--- src/rtl/apb_tmr_pkg.sv ---
package apb_tmr_pkg;
  localparam int unsigned IDX_W = 10;

  localparam logic [IDX_W-1:0] IDX_CTRL     = 10'h000;
  localparam logic [IDX_W-1:0] IDX_COUNT    = 10'h001;
  localparam logic [IDX_W-1:0] IDX_RELOAD   = 10'h002;
  localparam logic [IDX_W-1:0] IDX_FLAG     = 10'h003;
  localparam logic [IDX_W-1:0] IDX_ID_FIRST = 10'h3F4;

  typedef struct packed {
    logic irq_en;    // bit 3
    logic ext_clk;   // bit 2
    logic ext_gate;  // bit 1
    logic run;       // bit 0
  } tmr_ctrl_t;

  // identification byte selected by the low nibble of the word index (4..15)
  function automatic logic [7:0] id_byte(input logic [3:0] nib);
    case (nib)
      4'h4: id_byte = 8'h04;
      4'h8: id_byte = 8'h22;
      4'h9: id_byte = 8'hB8;
      4'hA: id_byte = 8'h1B;
      4'hC: id_byte = 8'h0D;
      4'hD: id_byte = 8'hF0;
      4'hE: id_byte = 8'h05;
      4'hF: id_byte = 8'hB1;
      default: id_byte = 8'h00;
    endcase
  endfunction
endpackage

--- src/rtl/apb_tmr_sync.sv ---
module apb_tmr_sync #(
  parameter int unsigned STAGES = 2
) (
  input  logic clk,
  input  logic rst_n,
  input  logic async_in,
  output logic level,
  output logic rise
);
  logic [STAGES:0] pipe;

  always_ff @(posedge clk or negedge rst_n) begin
    if (!rst_n) pipe[0] <= 1'b0;
    else        pipe[0] <= async_in;
  end

  for (genvar gi = 1; gi <= STAGES; gi++) begin : g_stage
    always_ff @(posedge clk or negedge rst_n) begin
      if (!rst_n) pipe[gi] <= 1'b0;
      else        pipe[gi] <= pipe[gi-1];
    end
  end

  assign level = pipe[STAGES-1];
  assign rise  = pipe[STAGES-1] & ~pipe[STAGES];

  assert_single_rise_R10: assert property (@(posedge clk) disable iff (!rst_n)
    rise |=> !rise);
endmodule

--- src/rtl/apb_tmr_counter.sv ---
module apb_tmr_counter #(
  parameter int unsigned CNT_W = 32
) (
  input  logic             clk,
  input  logic             rst_n,
  input  logic             tick,
  input  logic             wr_count,
  input  logic             wr_reload,
  input  logic [CNT_W-1:0] wdata,
  output logic [CNT_W-1:0] count,
  output logic [CNT_W-1:0] reload,
  output logic             expire
);
  localparam logic [CNT_W-1:0] ONE = CNT_W'(1);

  logic sw_load;
  assign sw_load = wr_count | wr_reload;
  assign expire  = tick && !sw_load && (count == ONE);

  always_ff @(posedge clk or negedge rst_n) begin
    if (!rst_n) begin
      count  <= '0;
      reload <= '0;
    end else begin
      if (wr_reload) reload <= wdata;
      if (sw_load)
        count <= wdata;
      else if (tick) begin
        if (count == '0) count <= reload;
        else             count <= count - ONE;
      end
    end
  end

  assert_decrement_R4: assert property (@(posedge clk) disable iff (!rst_n)
    (tick && !sw_load && count > ONE) |=> count == $past(count) - ONE);

  assert_hold_then_reload_R5: assert property (@(posedge clk) disable iff (!rst_n)
    (tick && !sw_load && count == '0) |=> count == $past(reload));

  assert_zero_reload_stays_R6: assert property (@(posedge clk) disable iff (!rst_n)
    (tick && !sw_load && count == '0 && reload == '0) |=> (count == '0));

  assert_reload_loads_count_R3: assert property (@(posedge clk) disable iff (!rst_n)
    wr_reload |=> (count == $past(wdata)) && (reload == $past(wdata)));

  assert_write_beats_tick_R11: assert property (@(posedge clk) disable iff (!rst_n)
    (wr_count && tick) |=> count == $past(wdata));

  assert_frozen_without_tick_R11: assert property (@(posedge clk) disable iff (!rst_n)
    (!tick && !sw_load) |=> $stable(count));
endmodule

--- src/rtl/apb_tmr_regs.sv ---
module apb_tmr_regs
  import apb_tmr_pkg::*;
#(
  parameter int unsigned CNT_W  = 32,
  parameter int unsigned DATA_W = 32
) (
  input  logic              clk,
  input  logic              rst_n,
  input  logic              psel,
  input  logic              penable,
  input  logic              pwrite,
  input  logic [IDX_W-1:0]  paddr,
  input  logic [3:0]        wdata_lo,
  input  logic [CNT_W-1:0]  count,
  input  logic [CNT_W-1:0]  reload,
  input  logic              expire,
  output tmr_ctrl_t         ctrl_q,
  output logic              flag_q,
  output logic              wr_count,
  output logic              wr_reload,
  output logic [DATA_W-1:0] prdata
);
  logic wr_acc, wr_ctrl, wr_flag, flag_set;

  assign wr_acc    = psel && penable && pwrite;
  assign wr_ctrl   = wr_acc && (paddr == IDX_CTRL);
  assign wr_count  = wr_acc && (paddr == IDX_COUNT);
  assign wr_reload = wr_acc && (paddr == IDX_RELOAD);
  assign wr_flag   = wr_acc && (paddr == IDX_FLAG);
  assign flag_set  = expire && ctrl_q.irq_en;

  always_ff @(posedge clk or negedge rst_n) begin
    if (!rst_n) begin
      ctrl_q <= '0;
      flag_q <= 1'b0;
    end else begin
      if (wr_ctrl) ctrl_q <= tmr_ctrl_t'(wdata_lo);
      if (flag_set)                  flag_q <= 1'b1;
      else if (wr_flag && wdata_lo[0]) flag_q <= 1'b0;
    end
  end

  always_comb begin
    prdata = '0;
    if (paddr >= IDX_ID_FIRST)
      prdata = DATA_W'(id_byte(paddr[3:0]));
    else begin
      case (paddr)
        IDX_CTRL:   prdata = DATA_W'(ctrl_q);
        IDX_COUNT:  prdata = DATA_W'(count);
        IDX_RELOAD: prdata = DATA_W'(reload);
        IDX_FLAG:   prdata = DATA_W'(flag_q);
        default:    prdata = '0;
      endcase
    end
  end

  assert_ctrl_upper_zero_R2: assert property (@(posedge clk) disable iff (!rst_n)
    (psel && paddr == IDX_CTRL) |-> (prdata[DATA_W-1:4] == '0));

  assert_flag_w1c_R7: assert property (@(posedge clk) disable iff (!rst_n)
    (wr_flag && wdata_lo[0] && !expire) |=> !flag_q);

  assert_flag_write0_keeps_R7: assert property (@(posedge clk) disable iff (!rst_n)
    (wr_flag && !wdata_lo[0] && flag_q) |=> flag_q);

  assert_flag_needs_enable_R8: assert property (@(posedge clk) disable iff (!rst_n)
    $rose(flag_q) |-> $past(expire && ctrl_q.irq_en));
endmodule

--- src/rtl/apb_reload_timer.sv ---
module apb_reload_timer
  import apb_tmr_pkg::*;
#(
  parameter int unsigned CNT_W       = 32,
  parameter int unsigned SYNC_STAGES = 2
) (
  input  logic        pclk,
  input  logic        presetn,
  input  logic        psel,
  input  logic        penable,
  input  logic        pwrite,
  input  logic [9:0]  paddr,
  input  logic [31:0] pwdata,
  output logic [31:0] prdata,
  output logic        pready,
  input  logic        ext_sig,
  output logic        irq_out
);
  localparam int unsigned DATA_W = 32;

  tmr_ctrl_t        ctrl_q;
  logic             flag_q, wr_count, wr_reload, expire;
  logic             ext_level, ext_rise, tick;
  logic [CNT_W-1:0] count, reload;

  apb_tmr_sync #(.STAGES(SYNC_STAGES)) u_sync (
    .clk(pclk), .rst_n(presetn), .async_in(ext_sig),
    .level(ext_level), .rise(ext_rise)
  );

  assign tick = ctrl_q.run
              && (!ctrl_q.ext_clk  || ext_rise)
              && (!ctrl_q.ext_gate || ext_level);

  apb_tmr_counter #(.CNT_W(CNT_W)) u_counter (
    .clk(pclk), .rst_n(presetn), .tick(tick),
    .wr_count(wr_count), .wr_reload(wr_reload), .wdata(pwdata[CNT_W-1:0]),
    .count(count), .reload(reload), .expire(expire)
  );

  apb_tmr_regs #(.CNT_W(CNT_W), .DATA_W(DATA_W)) u_regs (
    .clk(pclk), .rst_n(presetn), .psel(psel), .penable(penable),
    .pwrite(pwrite), .paddr(paddr), .wdata_lo(pwdata[3:0]),
    .count(count), .reload(reload), .expire(expire),
    .ctrl_q(ctrl_q), .flag_q(flag_q), .wr_count(wr_count),
    .wr_reload(wr_reload), .prdata(prdata)
  );

  assign pready  = 1'b1;
  assign irq_out = flag_q;

  assert_gate_blocks_R9: assert property (@(posedge pclk) disable iff (!presetn)
    (ctrl_q.ext_gate && !ext_level && !wr_count && !wr_reload) |=> $stable(count));

  assert_no_run_no_flag_R8: assert property (@(posedge pclk) disable iff (!presetn)
    (!ctrl_q.run && !irq_out) |=> !irq_out);
endmodule

--- config.mk ---
export PLATFORM = sky130hd
export DESIGN_NAME = apb_reload_timer
export DESIGN_NICKNAME = d
export VERILOG_FILES = /design/src/rtl/apb_tmr_pkg.sv /design/src/rtl/apb_tmr_sync.sv /design/src/rtl/apb_tmr_counter.sv /design/src/rtl/apb_tmr_regs.sv /design/src/rtl/apb_reload_timer.sv
export SDC_FILE = /design/constraint.sdc
export NUM_CORES = 1
export LEC_CHECK = 0
export BUFFER_PORTS_ARGS = -buffer_cell sky130_fd_sc_hd__buf_2
export CORE_MARGIN = 3
export CORE_UTILIZATION = 56
export DETAILED_ROUTE_END_ITERATION = 7
export HOLD_SLACK_MARGIN = 0.15
export PLACE_DENSITY_LB_ADDON = 0.3
export SETUP_SLACK_MARGIN = 0.3
export SYNTH_ARGS = -nofsm -noshare
export SYNTH_HDL_FRONTEND = slang
export SYNTH_SLANG_ARGS = --single-unit
--- constraint.sdc ---
create_clock -name pclk -period 4.18 [get_ports pclk]
set_clock_uncertainty 0.15 [all_clocks]
set_input_delay 0.836 -clock pclk [delete_from_list [all_inputs] [get_ports pclk]]
set_output_delay 0.836 -clock pclk [all_outputs]
set_load 0.01 [all_outputs]
; ---- Yosys cells after proc, flatten, opt, wreduce, memory -nomap -nowiden
; Memories as Yosys holds them, arrays and structs flattened.
; Cells that the tools add are included.
[word_totals]
ff_bits = 72
mem_bits_ro = 128
output_inout_bits = 34
wordCells = 48
mem_count = 1
[op_classes]
n_addsub = 1
order_cmp = 1
n_eq_ne = 4
muxes = 7
n_bitwise = 3
n_reduce_logical = 21
[memory_table]
columns = name, depth, width, read_ports, rd_clocked_by_memory_dff, write_ports, line_no
row1 = (no name shown), 16, 8, 1, 0, 0, apb_tmr_pkg.sv:19  ; case (nib)
[op_table]
columns = operator, count
row1 = 2-to-1 mux 32 bit, 4
row2 = one-hot mux 32 bit (4 select lines), 1
row3 = equality test 32 x 1 -> 1 bit (second input constant), 1
row4 = zero test 32 bit, 1
row5 = subtractor 32 x 1 -> 32 bit (second input constant), 1
row6 = equality test 10 x 2 -> 1 bit (second input constant), 2
row7 = logical AND 1 bit, 12
row8 = equality test 10 x 1 -> 1 bit (second input constant), 1
row9 = >= comparator 10 bit (second input constant), 1
row10 = zero test 10 bit, 1
row11 = nonzero test 2 bit, 2
row12 = zero test 1 bit, 3
row13 = logical OR 1 bit, 2
row14 = 2-to-1 mux 1 bit, 2
row15 = bitwise AND 1 bit, 1
row16 = NOT 1 bit, 1
row17 = OR 1 bit, 1

; ---- Logic depth before layout (Yosys ltp)
; Gate-level depths: netlist of the first run.
[depth]
word_depth = 9
depth_mapped = 10
depth_no_buf = 7

; ---- Hierarchy
; From an unflattened synthesis of the first run, not the netlist that was laid out.
[hier_totals]
cells_unflattened = 476
area_unflattened_um2 = 4569.4
[modules_own_cells]
columns = module, n_inst, cells_per_inst, area_each_um2, seq_area_each_um2
row1 = apb_tmr_counter, 1, 374, 3609.7, 1601.5
row2 = apb_tmr_regs, 1, 93, 840.8, 125.1
row3 = apb_tmr_sync, 1, 4, 88.8, 75.1
row4 = apb_reload_timer, 1, 5, 30.0, 0.0

; ---- Least setup slack after synthesis of the first run
; Ideal clock, no wire load.
[synth_timing]
path_type = input to output
from = in paddr[9]
to = out prdata[6]
arrival_ns = 2.242
t_required_ns = 3.194
slack_ns = 0.952
stages = 6
cell_sequence = nor4_1 and3_1 clkbuf_1 buf_1 a22oi_1 nand2_1
[synth_via]
elab_chain_len = 3
elab_cells_between_ends = 7
cone_classes = 1 x order compare / 3 x eq/ne / 2 x mux / 1 x reduce/logical
[synth_rtl]
columns = item, line_no
row1 = start: declaration, apb_reload_timer.sv:12  ; input logic [9:0] paddr,
row2 = branches (longest 2 deep; another with >= comparator 10 bit), --
row3 = 2-to-1 mux 32 bit (*), apb_tmr_regs.sv:45  ; if (paddr >= IDX_ID_FIRST)
row4 = end: declaration, apb_reload_timer.sv:14  ; output logic [31:0] prdata,
; Every way passes the cells marked *.

; ---- Worst setup path in the final report of the first run
[layout_timing]
from = in paddr[7]
to = out prdata[3]
; The elaborated chain is that of the path after synthesis.

==> results.toml, run 1 <==
[clock_network]
clockBufferDepth = 2
root_buffer = "clkbuf_8"
clk_pin_slew_ns = 0.08
cts_max_level = 3
postCtsSetupBuffers = 0
clock_sinks = 72
cts_resized = 0
cts_made_buffers = 9
clk_latency_ns = 0.35
postCtsHoldBufs = 0
tritoncts = "yes"

[place]
dpl.hpwl_um = 8160
io_buffers = 80
dpl.cell_count = 603
globalplace.congestion = 0.929

[sta]
slew_viol_final = 0
finalHoldViolCount = 0
fin_crit_sh_pct = 81.4
fin_crit_ns = 3.40
tns_ns = 0
worst_pin_slew_ns = 0.935
fmax_mhz = 294
final-setup-viol-count = 0
rsz0062_at_grt = "no"
max_slew_margin_pct = 37.7

[pwr]
vdd_drop_max_mv = 0.199
total_power_mw = 1.58
leakage_nw = 2.34
p_per_area_nw_per_um2 = 316

[logic_synthesis]
yosysSeqAreaShare_pct = 42.3
avgSynthCellArea_um2 = 9.76
synth_area_leaders = "dfrtp_1 (42%), mux2_2 (10%), a22o_1 (5.1%), o21ai_0 (4.5%), a22oi_1 (3.9%)"
synth.net_count = 491
yosys.area.top_type = "dfrtp_1"
syn_area_um2 = 4260
synth_top_cell_area_share_pct = 42.3
synth_edf_count = 0
synthArstFlopShare_pct = 100
synth_flop_cell = "dfrtp_1"
syn_inst = 436
synth_seq_cells = 72
synth-warning-count = 0
ys_types = 51

[drt]
drt-wirelength-per-cell_um = 19.2
routed_via_density = 6.47
via_count = 4003
drtIter0Drc = 325
drt-total-wl_um = 11900
dr.pass1.iters = 5
drc = 0
drt.antenna.violating_nets = 0

[critical_path]
crit_path_top_delay_cell = "nor4_1"
crit_fanout = 29
crit_chain = "buf_2 -> nor4_1 -> and3_1 -> buf_4 -> nand2_1 -> o21ai_0 -> a221o_1 -> buf_2"
cp_common_cell = "buf_2"
startpoint_type = "input pin"
endpoint_kind = "primary output"
critPathArrivalTime_ns = 2.42
max_stage_delay_ns = 0.49
rrSetupSlack_ns = 1.08
worstPathRequired_ns = 3.19
critical_path_class = "in2out"

[job]
maxCapViolations = 0

[floorplanning]
chipWidth_um = 93.2
initial_core_util_pct = 58.1
fp.coreArea_um2 = 7330
row_count = 31
io_pins = 82
fp.dieArea_um2 = 8680
die_y_um = 93.2

[cells_and_area]
nNetsFinal = 570
fin_cells = 619
syn_to_final_growth_pct = 17.8
layout_common_cells = "buf_2 (80), dfrtp_1 (72), o21ai_0 (38), mux2_2 (38), nor2_1 (35)"
n_fill_cell = 553
num_antenna_cells = 0
drive_above_1_share_pct = 29.8
final_common_cell = "buf_2"

[global_routing]
grt_usage_pct = 28.0
grt_max_degree = 73
grt_pass1_wl_um = 19100
overflow = 0
grt_antenna_before_repair = 0
first_global_vias = 3932

[run_status]
status = "completed"

[hold_path]
worstHoldPathType = "reg2reg"
routing by layer:
layer  GRT usage, %  vias up  share of wire [%]
met2           46.3      212                 49
li1               -     1810                  -
met4           12.3        0                2.8
met3           3.94       38                8.1
met5              0        -                  0
met1           36.9     1943                 40
cell type report:
class	instances	area, um^2	share of cell area [%]
clock buffers	11	131	2.62
clock inverters	5	105	2.10
inverters	7	26.3	0.524
multi-input cells	331	2320	46.3
flip-flops and latches	72	1800	35.9
well taps	99	124	2.47
repair buffers	94	505	10.1
cell usage after synthesis (6+ instances only):
library cell / n
nand4_1: 6
inv_1: 7
nor3_1: 15
a221o_1: 8
mux2_2: 38
o21ai_0: 38
a22o_1: 25
clkbuf_1: 17
xnor2_1: 13
nand3_1: 9
nor2_1: 36
xor2_1: 7
a21oi_1: 15
nand2_1: 23
nor4_1: 9
a22oi_1: 22
dfrtp_1: 72
ha_1: 7
sequential cells by signal, indices dropped and copies added, names as in the netlist:
name	count
u_sync.level	1
u_counter.count	32
u_regs.flag_q	1
u_sync.pipe	2
u_regs.ctrl_q	4
u_counter.reload	32
metrics by stage:
stage	util, %	hold slack, ns	setup slack [ns]	cell area (um^2)
finish	68.4	0.206	0.777	5010
CTS	68.4	0.208	0.787	5010
floorplan	-	0.181	0.952	4260
global placement	65.1	0.194	0.896	4780
detailed placement	65.1	0.191	0.790	4780
global route	68.4	0.213	0.551	5010
worst paths after layout:
kind | start | end | depth (start not counted)
setup / recovery | paddr[7] | prdata[3] | 8
max in group asynchronous | presetn | u_counter.reload[1] | 2
hold / removal | u_sync.pipe[0] | u_sync.level | 0
min in group asynchronous | presetn | u_counter.reload[11] | 2
hold reg to reg | u_sync.pipe[0] | u_sync.level | 0
setup reg to reg | u_counter.count[5] | u_counter.count[0] | 7
power by group:
part / total (mW) / internal [mW] / leakage (nW) / switching [mW]
clock network: 0.673 / 0.397 / 0.110 / 0.276
registers: 0.730 / 0.710 / 0.971 / 0.0203
logic: 0.182 / 0.0840 / 1.26 / 0.0976
worst max-delay path, delay by kind of cell:
| kind | cells | cell delay [ns] |
|---|---|---|
| buf+inv | 3 | 0.57 |
| simple gates | 3 | 0.82 |
| compound gates | 2 | 0.20 |
cells by family (layout without fill, tap and decap cells):
| family | after synthesis | in the layout | synth area share [%] |
|---|---|---|---|
| simple gates | 130 | 130 | 16.1 |
| fa+ha+maj | 7 | 7 | 2.06 |
| xor+xnor | 20 | 20 | 4.12 |
| compound gates | 133 | 133 | 21.5 |
| flops | 72 | 72 | 42.3 |
| other cells | 1 | 1 | 0.0881 |
| buf+inv | 33 | 117 | 3.26 |
| mux | 40 | 40 | 10.5 |
No activity file was read; power rests on OpenSTA's default activity.
==> run 2, diff against run 1 <==
- CORE_UTILIZATION: 56 -> 50
- clock period: 4.18 -> 2.7 ns (I/O delays scaled with it)
==> results.toml, run 2 (synthesis results as in run 1) <==
[clock_network]
cts_max_level = 3
clock_sinks = 72
clk_latency_ns = 0.36
root_buffer = "clkbuf_8"
clk_pin_slew_ns = 0.08
tritoncts = "yes"
cts_made_buffers = 9
clockBufferDepth = 2

[hold_path]
whs_path_depth = 0
worstHoldPathType = "reg2reg"
hold_end = "u_sync.level"
hp-start = "u_sync.pipe[0]"

[drt]
drt-wirelength-per-cell_um = 21.3
drt.antenna.violating_nets = 0
drt-total-wl_um = 14500
routed_via_density = 6.54
drtIter0Drc = 482
via_count = 4452
dr.pass1.iters = 6
drc = 0

[place]
globalplace.congestion = 0.889
dpl.hpwl_um = 8590
dpl.cell_count = 639
io_buffers = 80

[cells_and_area]
layout_common_cells = "buf_2 (74), dfrtp_1 (72), buf_4 (46)"
syn_to_final_growth_pct = 40.7
drive_above_1_share_pct = 42.7
num_antenna_cells = 0
final_common_cell = "buf_2"
nNetsFinal = 627
reg_top3 = "u_counter.count: 32 flops, u_counter.reload: 32 flops, u_regs.ctrl_q: 4 flops"
fin_cells = 681
n_fill_cell = 561
final_core_util_pct = 72.5

[sta]
max_slew_margin_pct = 37.9
worst_pin_slew_ns = 0.925
fin_crit_ns = 2.82
finalHoldViolCount = 0
slew_viol_final = 0
fin_crit_sh_pct = 105
final-setup-viol-count = 30
fmax_mhz = 354
final.setup.worst_slack_ns = -0.124
rsz0062_at_grt = "yes"

[pwr]
pwr-share-clk_pct = 39.0
power.share.sequential_pct = 44.7
p_int_mw = 1.84
share_comb_of_total_power_pct = 16.3
switching_power_mw = 0.665
leakage_nw = 2.83
p_per_area_nw_per_um2 = 418
vdd_drop_max_mv = 0.262
swShare_pct = 26.6

[critical_path]
endpoint_kind = "flip-flop"
critPathArrivalTime_ns = 2.91
rrSetupSlack_ns = -0.12
reg2reg_depth = 7
startpoint_type = "flip-flop"
crit_fanout = 9
reg2reg_to = "u_counter.count[2]"
worstPathRequired_ns = 2.78
r2r-start = "u_counter.count[3]"
critical_path_class = "reg2reg"

[global_routing]
grt_util_met3_pct = 7.21
grt_antenna_before_repair = 0
grt_max_degree = 45
grt.busiest_layer = "met2"
grt_usage_pct = 28.3
use_met2_pct = 45.7
grtUsageMet1_pct = 37.7
grt_pass1_wl_um = 21900
overflow = 0
first_global_vias = 4328

[job]
maxCapViolations = 0

[floorplanning]
chipWidth_um = 98.3
fp.coreArea_um2 = 8260
die_y_um = 98.3
row_count = 33
fp.dieArea_um2 = 9660
io_pins = 82
initial_core_util_pct = 51.5

[run_status]
violations = "negative setup slack"
status = "complete, but fails checks"
run 2: cell count changes in the layout (fill, tap and decap cells not counted), moves of 6 or more:
cell,previous run,this run
buf_12,0,7
buf_2,80,74
buf_4,14,46
buf_6,0,11
o21ai_0,38,14
o21ai_1,3,21
o21ai_2,0,6
run 2: what timing repair did:
item                       4_1_cts  5_1_grt
setup endpoints to repair       62       64
pin swaps                       14       32
setup buffers                   13        5
cloned                           6        1
hold endpoints to repair        29        0
resized for setup               52       39
hold buffers                     2        0
run 2: worst max path at each step:
stage | start | endpoint | slack [ns]
2_1_floorplan | u_counter.count[3] | u_counter.count[14] | -0.19
3_3_place_gp | u_counter.count[3] | u_counter.count[7] | -0.06
3_5_place_dp | u_counter.count[3] | u_counter.count[14] | -0.14
4_1_cts | u_counter.count[3] | u_counter.count[14] | -0.09
5_1_grt | u_counter.count[3] | u_counter.count[0] | -0.23
6_report | u_counter.count[3] | u_counter.count[2] | -0.12
run 2: routing by layer:
metal | vias to the layer above | wire length, um
met5 | - | 0
met4 | 0 | 345
met3 | 43 | 1360
met2 | 304 | 7130
met1 | 2182 | 5690
li1 | 1923 | -
run 2: worst max-delay path, cell delays in order, from the launching register on:
cell,delay (ns)
dfrtp_1,0.40
or4_4,0.55
or4b_4,0.52
or4b_4,0.49
buf_6,0.16
nor2_1,0.10
nor3_1,0.06
a221o_1,0.27
run 2: power groups by stage:
stage	Sequential (mW)	Combinational (mW)	Clock, mW
floorplan	1.14	0.187	0
global placement	1.14	0.332	0
detailed placement	1.14	0.340	0
CTS	1.12	0.376	0.981
global route	1.12	0.438	1.03
finish	1.12	0.408	0.974
run 2: layout make-up:
type	count	area (um^2)	share of cell area, %
tap	105	131	2.19
inverter	7	26.3	0.439
timing repair buffer	151	1240	20.7
clock buffer	10	138	2.30
sequential	72	1800	30.1
multi-input combinational	331	2570	42.9
clock inverter	5	81.3	1.36
run 2: per-stage QoR:
stage	instance area [um^2]	TNS (ns)	power [mW]	setup WS (ns)	hold slack [ns]
3_5_place_dp	5090	-2.30	1.48	-0.136	0.200
4_1_cts	5760	-0.862	2.47	-0.0878	0.217
2_1_floorplan	4330	-3.69	1.33	-0.194	0.0944
5_1_grt	5990	-4.87	2.59	-0.231	0.229
3_3_place_gp	5090	-0.832	1.47	-0.0607	0.193
6_report	5990	-2.23	2.50	-0.124	0.212
